$ cat src/rtl/cirq_pkg.sv
package cirq_pkg;
  localparam int unsigned CIRQ_DEF_WIDTH = 8;
  localparam int unsigned CIRQ_SYNC_STAGES = 2;
endpackage

$ cat src/rtl/cirq_rst_sync.sv
module cirq_rst_sync #(
  parameter int unsigned STAGES = cirq_pkg::CIRQ_SYNC_STAGES
) (
  input  logic clk,
  input  logic rst_n,
  output logic rst_sync_n
);
  logic [STAGES-1:0] chain_q;
  logic [STAGES-1:0] chain_d;

  always_comb begin
    chain_d = {chain_q[STAGES-2:0], 1'b1};
  end

  always_ff @(posedge clk or negedge rst_n) begin
    if (!rst_n) chain_q <= '0;
    else        chain_q <= chain_d;
  end

  assign rst_sync_n = chain_q[STAGES-1];
endmodule

$ cat src/rtl/cirq_snapshot.sv
module cirq_snapshot #(
  parameter int unsigned WIDTH = cirq_pkg::CIRQ_DEF_WIDTH
) (
  input  logic             clk,
  input  logic             rst_n,
  input  logic [WIDTH-1:0] pin_lvl,
  input  logic             snap_rd,
  output logic [WIDTH-1:0] snap_q,
  output logic             valid_q
);
  logic             load_en;
  logic [WIDTH-1:0] snap_d;
  logic             valid_d;

  always_comb begin
    load_en = snap_rd | ~valid_q;
    snap_d  = pin_lvl;
    valid_d = 1'b1;
  end

  always_ff @(posedge clk or negedge rst_n) begin
    if (!rst_n) begin
      snap_q  <= '0;
      valid_q <= 1'b0;
    end else begin
      if (load_en) snap_q <= snap_d;
      valid_q <= valid_d;
    end
  end
endmodule

$ cat src/rtl/cirq_compare.sv
module cirq_compare #(
  parameter int unsigned WIDTH = cirq_pkg::CIRQ_DEF_WIDTH
) (
  input  logic [WIDTH-1:0] pin_lvl,
  input  logic [WIDTH-1:0] snap_q,
  input  logic [WIDTH-1:0] dir_in,
  output logic [WIDTH-1:0] mism
);
  for (genvar i = 0; i < WIDTH; i++) begin : g_bit
    assign mism[i] = dir_in[i] & (pin_lvl[i] ^ snap_q[i]);
  end
endmodule

$ cat src/rtl/cirq_reduce.sv
module cirq_reduce #(
  parameter int unsigned WIDTH = cirq_pkg::CIRQ_DEF_WIDTH
) (
  input  logic [WIDTH-1:0] mism,
  input  logic             valid,
  output logic             irq_pd_en,
  output logic             irq_n
);
  logic any_mism;

  always_comb begin
    any_mism  = |mism;
    irq_pd_en = valid & any_mism;
    irq_n     = ~irq_pd_en;
  end
endmodule

$ cat src/rtl/pin_change_irq.sv
module pin_change_irq #(
  parameter int unsigned WIDTH = cirq_pkg::CIRQ_DEF_WIDTH
) (
  input  logic             clk,
  input  logic             rst_n,
  input  logic [WIDTH-1:0] pin_lvl,
  input  logic [WIDTH-1:0] dir_in,
  input  logic             snap_rd,
  output logic [WIDTH-1:0] snap_q,
  output logic             irq_pd_en,
  output logic             irq_n
);
  logic             rst_sync_n;
  logic             snap_valid;
  logic [WIDTH-1:0] mism;

  cirq_rst_sync #(.STAGES(cirq_pkg::CIRQ_SYNC_STAGES)) u_rst (
    .clk(clk), .rst_n(rst_n), .rst_sync_n(rst_sync_n)
  );

  cirq_snapshot #(.WIDTH(WIDTH)) u_snap (
    .clk(clk), .rst_n(rst_sync_n), .pin_lvl(pin_lvl), .snap_rd(snap_rd),
    .snap_q(snap_q), .valid_q(snap_valid)
  );

  cirq_compare #(.WIDTH(WIDTH)) u_cmp (
    .pin_lvl(pin_lvl), .snap_q(snap_q), .dir_in(dir_in), .mism(mism)
  );

  cirq_reduce #(.WIDTH(WIDTH)) u_red (
    .mism(mism), .valid(snap_valid), .irq_pd_en(irq_pd_en), .irq_n(irq_n)
  );
endmodule

$ cat config.mk
export PLATFORM = sky130hd
export DESIGN_NAME = pin_change_irq
export DESIGN_NICKNAME = d
export VERILOG_FILES = /design/src/rtl/cirq_pkg.sv /design/src/rtl/cirq_rst_sync.sv /design/src/rtl/cirq_snapshot.sv /design/src/rtl/cirq_compare.sv /design/src/rtl/cirq_reduce.sv /design/src/rtl/pin_change_irq.sv
export SDC_FILE = /design/constraint.sdc
export NUM_CORES = 1
export LEC_CHECK = 0
export BUFFER_PORTS_ARGS = -buffer_cell sky130_fd_sc_hd__buf_2
export CAP_MARGIN = 40
export CORE_AREA = 8 8 45 47
export CTS_CLUSTER_SIZE = 8
export DETAILED_ROUTE_END_ITERATION = 6
export DIE_AREA = 0 0 53 55
export GPL_ROUTABILITY_DRIVEN = 1
export PLACE_DENSITY = 0.69
export SLEW_MARGIN = 10
export SYNTH_ARGS = -nofsm -noshare
export SYNTH_HDL_FRONTEND = slang
export SYNTH_SLANG_ARGS = --single-unit
$ cat constraint.sdc
create_clock -name clk -period 1.5 [get_ports clk]
set_input_delay 0.225 -clock clk [delete_from_list [all_inputs] [get_ports clk]]
set_output_delay 0.225 -clock clk [all_outputs]
set_load 0.03 [all_outputs]
==> results.py <==
metrics = {
    "outcome": {
        "outcome": "finished, violations left",
        "failed_checks": "setup timing",
    },
    "cells_and_area": {
        "multi_input_area_um2": 247.7,
        "fillers": 121,
        "area_delta_synth_final_pct": 52.72,
        "final_cells": 89,
        "final_area_um2": 772.0,
        "mostFrequentLayoutCells": "buf_2 (26), xor2_1 (8), mux2_2 (8)",
        "antenna_cells": 0,
        "nNetsFinal": 93,
        "ff_latch_area_um2": 281.5,
        "drive_gt1_share_pct": 67.12,
        "layout_commonest_cell": "buf_2",
    },
    "global_route": {
        "first_global_vias": 454,
        "grt_pass1_wl_um": 1911,
        "grtUsageTotal_pct": 8.614,
        "antenna_found_initial": 0,
        "grt_max_degree": 10,
        "overflow": 0,
    },
    "cts": {
        "cts_buffers": 3,
        "tritoncts": "done",
        "cts_num_sinks": 11,
        "h-tree-depth": 1,
        "cts.reportedPaths.clkPinSlew_ps": 70,
        "worst_skew_pair.late_latency_ps": 260,
        "cts_buffer_depth": 2,
        "cts_root_buf": "clkbuf_4",
    },
    "floorplanning": {
        "die_y_um": 55,
        "num_rows": 14,
        "die_width_um": 53,
        "die_area_mm2": 0.002915,
        "ios": 29,
        "start_util_pct": 36.53,
        "coreArea_mm2": 0.001384,
    },
    "routing": {
        "vias": 414,
        "drtIter0Drc": 5,
        "drc": 0,
        "wl_per_cell_um": 14.04,
        "ant_nets": 0,
        "first_pass_iters": 2,
        "vias_per_cell": 4.652,
        "wirelength_um": 1250,
    },
    "sta": {
        "skew_ps": 0.6914,
        "post-route-period-util_pct": 125.3,
        "rsz0062_at_grt": "yes",
        "setup_tns_ps": -708.4,
        "whs_ps": 151.3,
        "setup_violations": 2,
        "postLayoutSetupSlackWorst_ps": -379.6,
        "post-route-min-period_ps": 1880,
        "fmax_ghz": 0.5320,
        "finalHoldViolCount": 0,
        "drv_slew": 0,
    },
    "place": {
        "placed_cells": 83,
        "gpl.final_weighted_congestion": 0.7180,
        "io_buffers": 28,
        "post-dp-hpwl_um": 1052,
        "post-place-ws_ps": -125.1,
        "placed_area_um2": 711.9,
    },
    "critical_path": {
        "path_class": "reg -> out",
        "path_max_fanout": 3,
        "cpMaxStageDelayCell": "o41a_1",
        "critical_path.cell_chain": "xor2_1, a22o_1, o41a_1, buf_6",
        "cpPeakStageDelay_ps": 440,
        "required_ps": 1270,
        "start_kind": "flop",
        "endpoint_kind": "output port",
        "r2r_cells": 2,
        "cp.arrival_ps": 1650,
    },
    "synth": {
        "netlist_area_um2": 505.5,
        "yosysTopAreaCellShare_pct": 54.46,
        "synth_cell_types": 9,
        "ys_seq_elements": 11,
        "yosys.area.top_type": "dfrtp_1",
        "ys_warn_count": 0,
        "avgSynthCellArea_um2": 14.04,
        "synth_area_leaders": "dfrtp_1 (54%), mux2_2 (18%), xor2_1 (14%), a22o_1 (6.9%), o41a_1 (2.2%)",
        "netlist_instances": 36,
        "ys_seq_area_share_pct": 54.46,
    },
    "power": {
        "leakagePower_nw": 0.3796,
        "powerDensity_mw_per_mm2": 973.3,
        "vdd_drop_max_uv": 464.5,
    },
    "flow_run": {
        "max_cap_violations": 0,
    },
    "hold_path": {
        "hp-class": "reg -> async",
    },
}
-- worst max-delay path: cells and delay by family, from the launching register on --
family / cells / cell delay [ps]
XOR/XNOR: 1 / 140
buffers and inverters: 1 / 150
flip-flops: 1 / 410
AO/OA/AOI/OAI: 2 / 690
-- worst paths after layout --
| path | start | end | slack, ps |
|---|---|---|---|
| worst max-delay path | u_snap.snap_q[1] | irq_pd_en | -380 |
| min in group clk | pin_lvl[0] | u_snap.snap_q[0] | 220 |
| max in group asynchronous | u_rst.chain_q[1] | u_snap.snap_q[0] | 1060 |
| worst min-delay path | u_rst.chain_q[1] | u_snap.valid_q | 150 |
| worst min register to register | u_rst.chain_q[1] | u_snap.valid_q | 150 |
| worst max register to register | u_snap.valid_q | u_snap.snap_q[5] | 240 |
-- repair_timing --
action,CTS,global route
pin swaps,5,3
hold endpoints to repair,2,0
cloned,0,0
hold buffers,1,0
setup buffers,1,0
setup endpoints to repair,2,2
gates resized for setup,3,2
-- where the power goes --
part           internal, W  total, W  switching [W]
Combinational     0.000101  0.000213       0.000112
Sequential        0.000321  0.000342      0.0000211
Clock             0.000103  0.000197      0.0000942
-- per-layer routing --
| metal | vias to the layer above | global-route usage [%] | routed length, µm |
|---|---|---|---|
| met2 | 17 | 15.63 | 638 |
| li1 | 201 | - | - |
| met5 | - | 0 | 0 |
| met4 | 0 | 2.586 | 0 |
| met3 | 0 | 2.941 | 113 |
| met1 | 196 | 9.233 | 498 |
-- Yosys cell counts --
master,instances
xor2_1,8
o41ai_1,1
nand2b_1,1
o41a_1,1
buf_2,1
dfrtp_1,11
mux2_2,8
conb_1,1
a22o_1,4
-- layout make-up --
type,instances,share of cell area [%]
sequential,11,36.47
multi-input combinational,25,32.09
timing repair buffer,33,25.45
clock buffer,4,3.404
tap,16,2.593
-- state kept, by name, indices dropped and copies added (netlist names) --
signal / count
u_snap.snap_q: 8
u_rst.chain_q: 2
u_snap.valid_q: 1
-- cell families after synthesis --
family | Yosys count | share of synthesized area [%]
multiplexers | 8 | 17.82
buffers and inverters | 1 | 0.9891
flip-flops | 11 | 54.45
AO/OA/AOI/OAI | 6 | 10.89
other | 1 | 0.7419
AND/OR/NAND/NOR | 1 | 1.238
XOR/XNOR | 8 | 13.86
-- through the flow --
step                total power (W)  utilization, %
floorplan                 0.0004700               -
global placement          0.0005386           51.45
detailed placement        0.0005461           51.45
CTS                       0.0007585           55.24
global route              0.0007977           55.79
finish                    0.0007514           55.79
Power figures use the tool's default switching activity.
